### config.mk
export PLATFORM = sky130hd
export DESIGN_NAME = mbc_top
export DESIGN_NICKNAME = d
export VERILOG_FILES = /design/src/rtl/mbc_pkg.sv /design/src/rtl/mbc_addr_decode.sv /design/src/rtl/mbc_ctrl_reg.sv /design/src/rtl/mbc_parity_resp.sv /design/src/rtl/mbc_top.sv
export SDC_FILE = /design/constraint.sdc
export NUM_CORES = 1
export LEC_CHECK = 0
export ABC_AREA = 1
export BUFFER_PORTS_ARGS = -buffer_cell sky130_fd_sc_hd__buf_2
export CAP_MARGIN = 20
export CORE_MARGIN = 2
export CORE_UTILIZATION = 34
export CTS_CLUSTER_SIZE = 10
export DETAILED_ROUTE_END_ITERATION = 16
export PLACE_DENSITY = 0.86
export SLEW_MARGIN = 40
export SYNTH_ARGS = -nofsm -noshare
export SYNTH_HDL_FRONTEND = slang
export SYNTH_SLANG_ARGS = --single-unit
### constraint.sdc
create_clock -name clk -period 3.03 [get_ports clk]
set_clock_uncertainty 0.15 [all_clocks]
set_input_delay 0.606 -clock clk [delete_from_list [all_inputs] [get_ports clk]]
set_output_delay 0.606 -clock clk [all_outputs]
set_load 0.05 [all_outputs]
### src/rtl/mbc_pkg.sv
package mbc_pkg;

    localparam int ADDR_W    = 16;
    localparam int BANK_BITS = 2;
    localparam int MAX_BANKS = 1 << BANK_BITS;
    localparam int DATA_W    = 8;
    localparam int VI_LINES  = 5;

    typedef enum logic [2:0] {
        RESP_VI1   = 3'd0,
        RESP_VI2   = 3'd1,
        RESP_VI3   = 3'd2,
        RESP_VI4   = 3'd3,
        RESP_VI5   = 3'd4,
        RESP_INT   = 3'd5,
        RESP_NMI   = 3'd6,
        RESP_STALL = 3'd7
    } resp_e;

    typedef struct packed {
        logic                 present;
        logic [BANK_BITS-1:0] idx;
    } bank_hit_t;

    function automatic logic [MAX_BANKS-1:0] idx_onehot(input logic [BANK_BITS-1:0] i);
        logic [MAX_BANKS-1:0] v;
        v = '0;
        v[i] = 1'b1;
        return v;
    endfunction

endpackage

### src/rtl/mbc_addr_decode.sv
module mbc_addr_decode
    import mbc_pkg::*;
#(
    parameter int NUM_BANKS = 4
) (
    input  logic [ADDR_W-1:0] addr,
    output bank_hit_t         hit
);
    logic [MAX_BANKS-1:0] present_mask;

    genvar g;
    generate
        for (g = 0; g < MAX_BANKS; g++) begin : g_present
            assign present_mask[g] = (g < NUM_BANKS) ? 1'b1 : 1'b0;
        end
    endgenerate

    always_comb begin
        hit.idx     = addr[ADDR_W-1 -: BANK_BITS];
        hit.present = present_mask[hit.idx];
    end

endmodule

### src/rtl/mbc_ctrl_reg.sv
module mbc_ctrl_reg
    import mbc_pkg::*;
#(
    parameter logic [7:0] CTRL_PORT = 8'h40
) (
    input  logic                 clk,
    input  logic                 rst,
    input  logic                 io_wr,
    input  logic [7:0]           port_addr,
    input  logic [DATA_W-1:0]    wr_data,
    output logic [MAX_BANKS-1:0] ctrl_q,
    output logic                 ctrl_wr
);
    assign ctrl_wr = io_wr && (port_addr == CTRL_PORT);

    always_ff @(posedge clk) begin
        if (rst)
            ctrl_q <= '1;
        else if (ctrl_wr)
            ctrl_q <= wr_data[MAX_BANKS-1:0];
    end

    // the register moves only on a decoded write
    a_r5_ctrl_hold: assert property (@(posedge clk) disable iff (rst)
        !ctrl_wr |=> $stable(ctrl_q));

    // power-on clear leaves every bank disabled
    a_r4_ctrl_reset: assert property (@(posedge clk)
        rst |=> (ctrl_q == '1));

endmodule

### src/rtl/mbc_parity_resp.sv
module mbc_parity_resp
    import mbc_pkg::*;
(
    input  logic                clk,
    input  logic                rst,
    input  logic                set_evt,
    input  logic                clr_evt,
    input  resp_e               resp_sel,
    output logic                flag_q,
    output logic [VI_LINES-1:0] vi,
    output logic                int_o,
    output logic                nmi_o,
    output logic                rdy_o
);
    always_ff @(posedge clk) begin
        if (rst)
            flag_q <= 1'b0;
        else if (set_evt)
            flag_q <= 1'b1;
        else if (clr_evt)
            flag_q <= 1'b0;
    end

    genvar g;
    generate
        for (g = 0; g < VI_LINES; g++) begin : g_vi
            assign vi[g] = flag_q && (resp_sel == resp_e'(g));
        end
    endgenerate

    assign int_o = flag_q && (resp_sel == RESP_INT);
    assign nmi_o = flag_q && (resp_sel == RESP_NMI);
    assign rdy_o = !(flag_q && (resp_sel == RESP_STALL));

    // flag is sticky until cleared
    a_r8_sticky: assert property (@(posedge clk) disable iff (rst)
        (flag_q && !clr_evt) |=> flag_q);

    // never more than one response line active
    a_r9_one_line: assert property (@(posedge clk) disable iff (rst)
        $countones({vi, int_o, nmi_o, !rdy_o}) <= 1);

    // a set flag always reaches exactly one line
    a_r9_flag_routed: assert property (@(posedge clk) disable iff (rst)
        flag_q |-> ($countones({vi, int_o, nmi_o, !rdy_o}) == 1));

    // reset leaves every response line quiet
    a_r4_resp_reset: assert property (@(posedge clk)
        rst |=> (!flag_q && rdy_o && (vi == '0) && !int_o && !nmi_o));

endmodule

### src/rtl/mbc_top.sv
module mbc_top
    import mbc_pkg::*;
#(
    parameter int         NUM_BANKS = 4,
    parameter logic [7:0] CTRL_PORT = 8'h40,
    parameter logic [3:0] BANK_CODE = 4'b0001
) (
    input  logic                 clk,
    input  logic                 rst,
    input  logic                 bank_mode,
    input  logic [2:0]           resp_sel,
    input  logic [ADDR_W-1:0]    addr,
    input  logic                 mem_req,
    input  logic                 mem_rd,
    input  logic                 io_wr,
    input  logic                 io_rd,
    input  logic [DATA_W-1:0]    wr_data,
    input  logic                 parity_err,
    output logic [DATA_W-1:0]    rd_data,
    output logic                 board_sel,
    output logic [MAX_BANKS-1:0] bank_sel,
    output logic [VI_LINES-1:0]  vi,
    output logic                 int_o,
    output logic                 nmi_o,
    output logic                 rdy_o
);
    bank_hit_t            hit;
    logic [MAX_BANKS-1:0] ctrl_q;
    logic                 ctrl_wr;
    logic                 enable;
    logic                 flag_q;
    logic                 set_evt;

    mbc_addr_decode #(.NUM_BANKS(NUM_BANKS)) u_dec (
        .addr (addr),
        .hit  (hit)
    );

    mbc_ctrl_reg #(.CTRL_PORT(CTRL_PORT)) u_ctrl (
        .clk       (clk),
        .rst       (rst),
        .io_wr     (io_wr),
        .port_addr (addr[7:0]),
        .wr_data   (wr_data),
        .ctrl_q    (ctrl_q),
        .ctrl_wr   (ctrl_wr)
    );

    always_comb begin
        if (bank_mode)
            enable = (ctrl_q == BANK_CODE);
        else
            enable = !ctrl_q[hit.idx];
    end

    assign board_sel = mem_req && hit.present && enable;
    assign bank_sel  = board_sel ? idx_onehot(hit.idx) : '0;
    assign set_evt   = parity_err && mem_req && mem_rd && board_sel;

    mbc_parity_resp u_par (
        .clk      (clk),
        .rst      (rst),
        .set_evt  (set_evt),
        .clr_evt  (ctrl_wr),
        .resp_sel (resp_e'(resp_sel)),
        .flag_q   (flag_q),
        .vi       (vi),
        .int_o    (int_o),
        .nmi_o    (nmi_o),
        .rdy_o    (rdy_o)
    );

    assign rd_data = (io_rd && (addr[7:0] == CTRL_PORT)) ? {7'b0, flag_q} : '0;

    // at most one bank line at a time
    a_r1_bank_onehot: assert property (@(posedge clk) disable iff (rst)
        $onehot0(bank_sel));

    // a disabled bank is never answered in per-bank mode
    a_r2_disabled_bank: assert property (@(posedge clk) disable iff (rst)
        (!bank_mode && ctrl_q[addr[15:14]]) |-> !board_sel);

    // the flag rises only after a served read with a parity error
    a_r7_flag_cause: assert property (@(posedge clk) disable iff (rst)
        $rose(flag_q) |-> $past(parity_err && mem_req && mem_rd && board_sel));

    // absent upper banks never answer
    a_r11_absent_bank: assert property (@(posedge clk) disable iff (rst)
        (int'(addr[15:14]) >= NUM_BANKS) |-> !board_sel);

endmodule

==> impl_metrics.yaml <==
critical_path:
  critical-path-max-stage-delay_ps: 250
  critical_path.max_fanout: 5
  crit_chain: "buf_2 > inv_1 > nand2_1 > nor3_1 > and2_1 > and3_1 > buf_2"
  timing.rr.end: "u_par.flag_q$_SDFFE_PP0P_"
  cp_data_required_time_ps: 2270
  r2r.worst_path.cells: 6
  cp-end-kind: "output pin"
  timing.rr.start: "u_ctrl.ctrl_q[0]$_SDFFE_PP1P_"
  regToRegSetupSlack_ps: 1790
  critPathKind: "in -> out"
  path_delay_family: "simple AND/OR/NAND/NOR gates"
  worst_path_most_repeated_cell: "buf_2"
  slowest_stage: "buf_2"
  cp_num_buf_inv: 3
  crit_arrival_ps: 1600
  startpoint_type: "input pin"
clock_network:
  cts_resized: 0
  cts_hold_buf: 0
  insertion_delay_ps: 240
  clk_path_buf_depth: 2
  clock_tree.root_cell: "clkbuf_4"
  cts_max_level: 1
  cts_tree: "done"
  cts_setup_buffers: 0
  clock_sinks: 5
  clk_pin_slew_ps: 40
  cts-buffers-inserted: 3
timing:
  holdWs_ps: 354.9
  slew_viol_final: 0
  tns_ps: 0
  period_share: 0.7791
  fin_crit_ps: 2361
  rsz0062_at_grt: "false"
  fmax_mhz: 423.6
  hold_viol: 0
  setup_violations: 0
cells_and_area:
  fin_util: 0.5209
  fin_nets: 157
  area_growth_pct: 44.20
  fin_area_sq_um: 669.4
  drive_gt1_frac: 0.3719
  antenna_cells: 0
synthesis:
  ys.warnings.count: 0
  syn_area_per_cell_sq_um: 5.802
  synth_cell_types: 16
  syn_area_sq_um: 464.2
  synth-seq-area-share: 0.2156
  synthCells: 80
  ys_ff_latch: 5
routing:
  wire_per_inst_um: 8.750
  vias_per_cell: 4.662
  via_count: 634
  drt-total-wl_um: 1190
  ant_nets: 0
  first_pass_iters: 4
  remaining_drc_errors: 0
  drtIter0Drc: 14
global_routing:
  antenna_found_initial: 0
  grt_first_pass_wirelength_um: 1649
  overflow: 0
  grt_max_degree: 6
  grt_usage: 0.1597
  first_global_vias: 490
die:
  rows: 13
  ioPinCount: 56
  initial_core_util: 0.3612
  die_h_um: 40.95
  design.core.area_sq_um: 1285
  fp.dieW_um: 40.95
  fp.dieArea_sq_um: 1677
flow_run:
  drv_cap: 0
power:
  p_per_area_nw_per_um2: 317.4
  power_uw: 212.5
  p_leak_uw: 0.0004384
  peakVddDrop_v: 0.0001768
place:
  port_buffers: 38
  dpl.hpwl_um: 1030
  routabilityCongestion: 0.7983
  dpl_cell_area_sq_um: 643.1
status:
  status: "complete, no violations"
hold_path:
  hold_path_end: "u_ctrl.ctrl_q[3]$_SDFFE_PP1P_"
  min_path_type: "reg -> reg"
  whs_path_depth: 2
  hp-start: "u_ctrl.ctrl_q[3]$_SDFFE_PP1P_"
==> cells in the mapped netlist <==
master,count,area share
conb_1,1,0.0081
nand4_1,1,0.013
nor2_1,10,0.081
and3_1,1,0.013
nand2_4,1,0.024
and2_1,2,0.027
buf_4,7,0.11
nand2_1,22,0.18
nand3_1,10,0.11
nand2_2,1,0.013
a21boi_4,1,0.040
inv_1,10,0.081
dfxtp_1,5,0.22
inv_2,1,0.0081
a21oi_1,1,0.011
nor3_1,6,0.065
==> registers in the layout, indices dropped and copies added, names as in the netlist <==
signal,flops
u_ctrl.ctrl_q,4
u_par.flag_q,1
==> power by group <==
part | switching, uW | leakage, uW | total [uW] | internal [uW]
registers | 0.542 | 0.0000405 | 67.1 | 66.6
clock network | 27.6 | 0.0000150 | 77.4 | 49.8
logic | 48.1 | 0.000383 | 67.9 | 19.8
==> per-stage QoR <==
step | worst slack [ps] | std cells
3_5_place_dp | 668.0 | 132
3_3_place_gp | 688.9 | 132
5_1_grt | 516.0 | 136
2_1_floorplan | 276.5 | 86
6_report | 669.4 | 136
4_1_cts | 664.2 | 136
==> cell usage in the layout (no fill, tap or decap) <==
master    count
a21boi_4      1
a21oi_1       1
and2_1        2
and3_1        1
buf_2        38
clkbuf_1      1
clkbuf_4      3
conb_1        7
dfxtp_1       5
inv_1        10
inv_2         1
nand2_1      22
nand2_2       1
nand2_4       1
nand3_1      10
nand4_1       1
nor2_1       10
nor3_1        6
==> cell type report <==
class,count,area (sq um)
timing repair buffer,38,190.2
inverter,11,41.29
tap,15,18.77
clock buffer,4,26.28
multi-input combinational,63,292.8
sequential,5,100.1
fill,131,615.6
==> per-layer routing <==
| metal | vias up | track usage | wire length, um |
|---|---|---|---|
| li1 | 320 | - | - |
| met1 | 274 | 0.1082 | 426 |
| met2 | 30 | 0.2930 | 594 |
| met3 | 10 | 0.08152 | 103 |
| met4 | 0 | 0.1583 | 65 |
| met5 | - | 0 | 0 |
==> worst max-delay path by stage <==
stage          cells past startpoint          end      from
2_1_floorplan                      8  bank_sel[0]  addr[14]
3_3_place_gp                       7   rd_data[0]   addr[7]
3_5_place_dp                       7   rd_data[0]   addr[7]
4_1_cts                            7   rd_data[0]   addr[7]
5_1_grt                            7   rd_data[0]   addr[7]
6_report                           7   rd_data[0]   addr[7]
==> cells by family (layout without fill, tap and decap cells) <==
group                  count (synthesis)  in the layout  share of synthesized area
DFF                                    5              5                     0.2156
other                                  1              7                   0.008078
and+or+nand+nor                       54             54                     0.5229
AOI/OAI and AO/OA                      2              2                    0.05121
buffers and inverters                 18             53                     0.2022
==> worst min-delay path: cells and delay by family (launching register included) <==
kind | cells | cell delay (ps)
flops | 1 | 320
simple gates | 2 | 140
Note: power is estimated with default switching activity, not from simulation.
